## src/rtl/bsr_pkg.sv

```systemverilog
package bsr_pkg;

    localparam int OP_W     = 3;
    localparam int OPSEL_W  = 2;
    localparam int OUTSEL_W = 3;
    localparam int NUM_OPND = 2;

    typedef enum logic [OP_W-1:0] {
        OP_PASS  = 3'd0,
        OP_UNION = 3'd1,
        OP_ISECT = 3'd2,
        OP_NOT   = 3'd3,
        OP_DIFF  = 3'd4,
        OP_ADD   = 3'd5,
        OP_RSV6  = 3'd6,
        OP_RSV7  = 3'd7
    } set_op_e;

    typedef enum logic [OPSEL_W-1:0] {
        SRC_LGC_A = 2'd0,
        SRC_LGC_B = 2'd1,
        SRC_RED   = 2'd2,
        SRC_MED   = 2'd3
    } opnd_sel_e;

    typedef enum logic [OUTSEL_W-1:0] {
        ROUTE_RAW   = 3'd0,
        ROUTE_LGC_A = 3'd1,
        ROUTE_LGC_B = 3'd2,
        ROUTE_RED   = 3'd3,
        ROUTE_MED   = 3'd4,
        ROUTE_SET   = 3'd5,
        ROUTE_RSV6  = 3'd6,
        ROUTE_RSV7  = 3'd7
    } route_sel_e;

    typedef struct packed {
        logic raw;
        logic lgc_a;
        logic lgc_b;
        logic red;
        logic med;
    } pix_src_t;

    function automatic logic pick_operand(input pix_src_t s, input opnd_sel_e sel);
        logic v;
        case (sel)
            SRC_LGC_A: v = s.lgc_a;
            SRC_LGC_B: v = s.lgc_b;
            SRC_RED:   v = s.red;
            default:   v = s.med;
        endcase
        return v;
    endfunction

    function automatic logic set_apply(input set_op_e op, input logic a, input logic b);
        logic v;
        case (op)
            OP_PASS:  v = a;
            OP_UNION: v = a | b;
            OP_ISECT: v = a & b;
            OP_NOT:   v = ~a;
            OP_DIFF:  v = a & ~b;
            OP_ADD:   v = a | b;
            default:  v = 1'b0;
        endcase
        return v;
    endfunction

endpackage

```

## src/rtl/bsr_operand_mux.sv

```systemverilog
module bsr_operand_mux
    import bsr_pkg::*;
(
    input  pix_src_t               src,
    input  logic [OPSEL_W-1:0]     sel,
    output logic                   opnd
);
    always_comb begin
        opnd = pick_operand(src, opnd_sel_e'(sel));
    end
endmodule

```

## src/rtl/bsr_set_elem.sv

```systemverilog
module bsr_set_elem
    import bsr_pkg::*;
(
    input  logic [OP_W-1:0] op,
    input  logic            opnd_a,
    input  logic            opnd_b,
    output logic            res
);
    always_comb begin
        res = set_apply(set_op_e'(op), opnd_a, opnd_b);
    end
endmodule

```

## src/rtl/bsr_out_mux.sv

```systemverilog
module bsr_out_mux
    import bsr_pkg::*;
(
    input  pix_src_t            src,
    input  logic                set_res,
    input  logic [OUTSEL_W-1:0] sel,
    output logic                pix
);
    always_comb begin
        case (route_sel_e'(sel))
            ROUTE_RAW:   pix = src.raw;
            ROUTE_LGC_A: pix = src.lgc_a;
            ROUTE_LGC_B: pix = src.lgc_b;
            ROUTE_RED:   pix = src.red;
            ROUTE_MED:   pix = src.med;
            ROUTE_SET:   pix = set_res;
            default:     pix = 1'b0;
        endcase
    end
endmodule

```

## src/rtl/bsr_stage.sv

```systemverilog
module bsr_stage
    import bsr_pkg::*;
(
    input  logic                clk,
    input  logic                rst,
    input  logic                in_valid,
    input  logic                raw_pix,
    input  logic                lgc_a_pix,
    input  logic                lgc_b_pix,
    input  logic                red_pix,
    input  logic                med_pix,
    input  logic [OP_W-1:0]     cfg_op,
    input  logic [OPSEL_W-1:0]  cfg_sel_a,
    input  logic [OPSEL_W-1:0]  cfg_sel_b,
    input  logic [OUTSEL_W-1:0] cfg_out_sel,
    output logic                out_valid,
    output logic                out_pix
);
    pix_src_t                         src;
    logic [NUM_OPND-1:0][OPSEL_W-1:0] opnd_sel;
    logic [NUM_OPND-1:0]              opnd;
    logic                             set_res;
    logic                             route_pix;

    assign src      = '{raw: raw_pix, lgc_a: lgc_a_pix, lgc_b: lgc_b_pix,
                        red: red_pix, med: med_pix};
    assign opnd_sel = {cfg_sel_b, cfg_sel_a};

    for (genvar g = 0; g < NUM_OPND; g++) begin : g_opnd
        bsr_operand_mux u_mux (
            .src  (src),
            .sel  (opnd_sel[g]),
            .opnd (opnd[g])
        );
    end

    bsr_set_elem u_set (
        .op     (cfg_op),
        .opnd_a (opnd[0]),
        .opnd_b (opnd[1]),
        .res    (set_res)
    );

    bsr_out_mux u_route (
        .src     (src),
        .set_res (set_res),
        .sel     (cfg_out_sel),
        .pix     (route_pix)
    );

    always_ff @(posedge clk) begin
        if (rst) begin
            out_valid <= 1'b0;
            out_pix   <= 1'b0;
        end else begin
            out_valid <= in_valid;
            if (in_valid) out_pix <= route_pix;
        end
    end

    assert_valid_follows_R2: assert property (@(posedge clk) disable iff (rst)
        in_valid |=> out_valid);
    assert_idle_follows_R2: assert property (@(posedge clk) disable iff (rst)
        !in_valid |=> !out_valid);
    assert_hold_when_idle_R10: assert property (@(posedge clk) disable iff (rst)
        !in_valid |=> $stable(out_pix));
    assert_raw_route_R8: assert property (@(posedge clk) disable iff (rst)
        (in_valid && cfg_out_sel == ROUTE_RAW) |=> (out_pix == $past(raw_pix)));
    assert_reserved_route_R9: assert property (@(posedge clk) disable iff (rst)
        (in_valid && cfg_out_sel >= ROUTE_RSV6) |=> !out_pix);
    assert_reserved_op_R7: assert property (@(posedge clk) disable iff (rst)
        (in_valid && cfg_out_sel == ROUTE_SET && cfg_op >= OP_RSV6) |=> !out_pix);
    assert_pass_ignores_b_R6: assert property (@(posedge clk) disable iff (rst)
        (in_valid && cfg_out_sel == ROUTE_SET && cfg_op == OP_PASS
         && cfg_sel_a == SRC_RED) |=> (out_pix == $past(red_pix)));
endmodule

```

## config.mk

```make
export PLATFORM = sky130hd
export DESIGN_NAME = bsr_stage
export DESIGN_NICKNAME = d
export VERILOG_FILES = /design/src/rtl/bsr_pkg.sv /design/src/rtl/bsr_operand_mux.sv /design/src/rtl/bsr_set_elem.sv /design/src/rtl/bsr_out_mux.sv /design/src/rtl/bsr_stage.sv
export SDC_FILE = /design/constraint.sdc
export NUM_CORES = 1
export LEC_CHECK = 0
export ABC_AREA = 1
export BUFFER_PORTS_ARGS = -buffer_cell sky130_fd_sc_hd__buf_2
export CORE_AREA = 2 2 39 41
export CTS_BUF_LIST = sky130_fd_sc_hd__clkbuf_16
export DETAILED_ROUTE_END_ITERATION = 12
export DIE_AREA = 0 0 41 43
export SLEW_MARGIN = 20
export SYNTH_ARGS = -nofsm -noshare
export SYNTH_HDL_FRONTEND = slang
export SYNTH_SLANG_ARGS = --single-unit
```

## constraint.sdc

```tcl
create_clock -name clk -period 1.18 [get_ports clk]
set_input_delay 0.118 -clock clk [delete_from_list [all_inputs] [get_ports clk]]
set_output_delay 0.118 -clock clk [all_outputs]
set_load 0.02 [all_outputs]
```

==> metrics.cfg <==
[critical_path]
path_delay_family = simple AND/OR/NAND/NOR gates
cp-start-kind = input pin
path_class = input pin to register
crit_fanout = 3
slowest_delay_ps = 110
worst_path_most_repeated_cell = nand2_1
crit_path_end_kind = register
cp.required_ps = 1290
critPathBufInv = 2
slowest_stage = buf_2
worst_ep_arrival_time_ps = 920
r2r_start = out_pix
critical_path.cell_chain = buf_2, inv_1, nand2_1, nand3_1, nand2_2, nor2_1, nand2_1, nand2_1, nand2_1, nand2_1, nand2_1, nand2_1, a21oi_2
cp-startpoint = cfg_sel_a[0]
reg2reg_slack_ps = 630

[cts]
ctsRootBufferMaster = clkbuf_16
cts.clk_slew.worst_paths_ps = 30
ctsHoldBuffers = 0
cts_resized = 0
cts_buffer_depth = 2
cts_made_buffers = 3
postCtsSetupBuffers = 0
htree_num_levels = 1
clock_latency_ps = 220
cts_tree = built
clkSinkCount = 2

[global_route]
grt.overflow.total = 0
antenna_found_initial = 0
grtUsageTotal_pct = 9.20
grt_max_degree = 5
grt_pass1_wl_um = 1050
grt_pass1_vias = 278

[floorplan]
fp.dieH_um = 43
die_x_um = 41
rows = 14
core_area_um2 = 1380
pin_count = 20
start_util_pct = 21.6
dieArea_um2 = 1760

[sta]
tns_ps = 0
fmax_ghz = 1.24
slew_viol_final = 0
rsz0062_at_grt = no
max_slew.worst_pin.slew_ps = 186
setup_viol = 0
hold_violations = 0
slew_headroom_pct = 87.5
finalCritPeriodShare_pct = 68.5
post-route-min-period_ps = 809
skew_ps = 0

[synthesis]
syn-cell-area_um2 = 299
syn_nets = 75
syn_inst = 57
avgSynthCellArea_um2 = 5.25
synth_top_cell_area_share_pct = 30.1
synth_area_leaders = nand2_1 (30%), dfxtp_1 (13%), nand3_2 (13%), nor2_1 (8.8%), inv_1 (7.5%)
ys_seq_area_share_pct = 13.4
yosys.area.top_type = nand2_1
ys_warn_count = 0
yosysUniqueCellTypes = 13
ys_ff_latch = 2

[power]
ir_drop_mv = 0.450
cellPowerDensity_nw_per_um2 = 1440
leakagePower_nw = 0.291

[finish]
diodes = 0
stdcell_count = 95
fill_cells = 157
area_growth_pct = 63.6
nNetsFinal = 99
layout-drive-gt1-share_pct = 41.8

[placed_design]
place_hpwl_um = 649
dp_cells = 92
place_congestion = 0.666
port_buffers = 19

[drt]
wl_per_cell_um = 7.78
drc_errors = 0
ant_nets = 0
initialDrtViolationCount = 5
vias = 405
wl_um = 739
firstDrtPassIters = 4
viasPerCell = 4.26

[flow_run]
max_cap_violations = 0

[hold_path]
hold_start = rst
hold_path_class = input pin to register

[run_status]
outcome = completed

## cells by family after synthesis
group	after synthesis	synth area share [%]
and+or+nand+nor	41	64.0
buffers and inverters	9	11.3
AOI/OAI and AO/OA	5	11.3
DFF	2	13.4
## through the flow
step,hold slack (ps),utilization [%],setup WS (ps),power [W],instance area [um2]
6_report,70.4,35.4,371,0.000704,489
5_1_grt,84.3,35.4,236,0.000737,489
3_5_place_dp,297,29.9,127,0.000201,414
3_3_place_gp,295,29.9,154,0.000199,414
2_1_floorplan,180,-,339,0.000147,299
4_1_cts,70.3,35.4,354,0.000712,489
## flip-flops by register name, indices dropped and copies added, names as in the netlist
| signal | cells |
|---|---|
| out_pix | 1 |
| out_valid | 1 |
## synthesized netlist by cell type
| cell type | n |
|---|---|
| nand3_1 | 2 |
| o211ai_1 | 2 |
| inv_1 | 6 |
| o21ai_0 | 1 |
| nor2_1 | 7 |
| and3_1 | 1 |
| dfxtp_1 | 2 |
| nand2_2 | 3 |
| nand2_1 | 24 |
| a21oi_1 | 1 |
| inv_2 | 3 |
| a21oi_2 | 1 |
| nand3_2 | 4 |
## per-layer routing
layer,vias to the layer above,GRT usage [%],wire length (um)
li1,222,-,-
met1,157,11.1,329
met2,22,11.9,297
met3,4,2.09,82
met4,0,10.0,30
met5,-,0,0
## cell usage in the layout (no fill, tap or decap), types with 2 or more instances in the layout
cell and n:
nor2_1 7, nand3_2 4, dfxtp_1 2, inv_1 6, nand3_1 2, nand2_2 3
buf_2 19, o211ai_1 2, inv_2 3, nand2_1 24, clkbuf_16 3
## final timing paths
kind / endpoint / depth (start not counted)
hold / removal: out_pix / 2
hold reg to reg: out_pix / 2
setup reg to reg: out_pix / 2
setup / recovery: out_pix / 13
## power breakdown
part           leakage [nW]  internal, W   total, W  switching [W]
Sequential           0.0166    0.0000723  0.0000735     0.00000122
Combinational         0.237    0.0000544   0.000125      0.0000707
Clock                0.0370     0.000431   0.000505      0.0000742
## final cells by class
type | count | area [um2] | area share (%)
clock buffer | 3 | 75.1 | 15.3
inverter | 9 | 33.8 | 6.91
multi-input combinational | 46 | 225 | 46.0
sequential | 2 | 40.0 | 8.18
tap | 16 | 20.0 | 4.09
timing repair buffer | 19 | 95.1 | 19.4
Power figures use the tool's default switching activity.
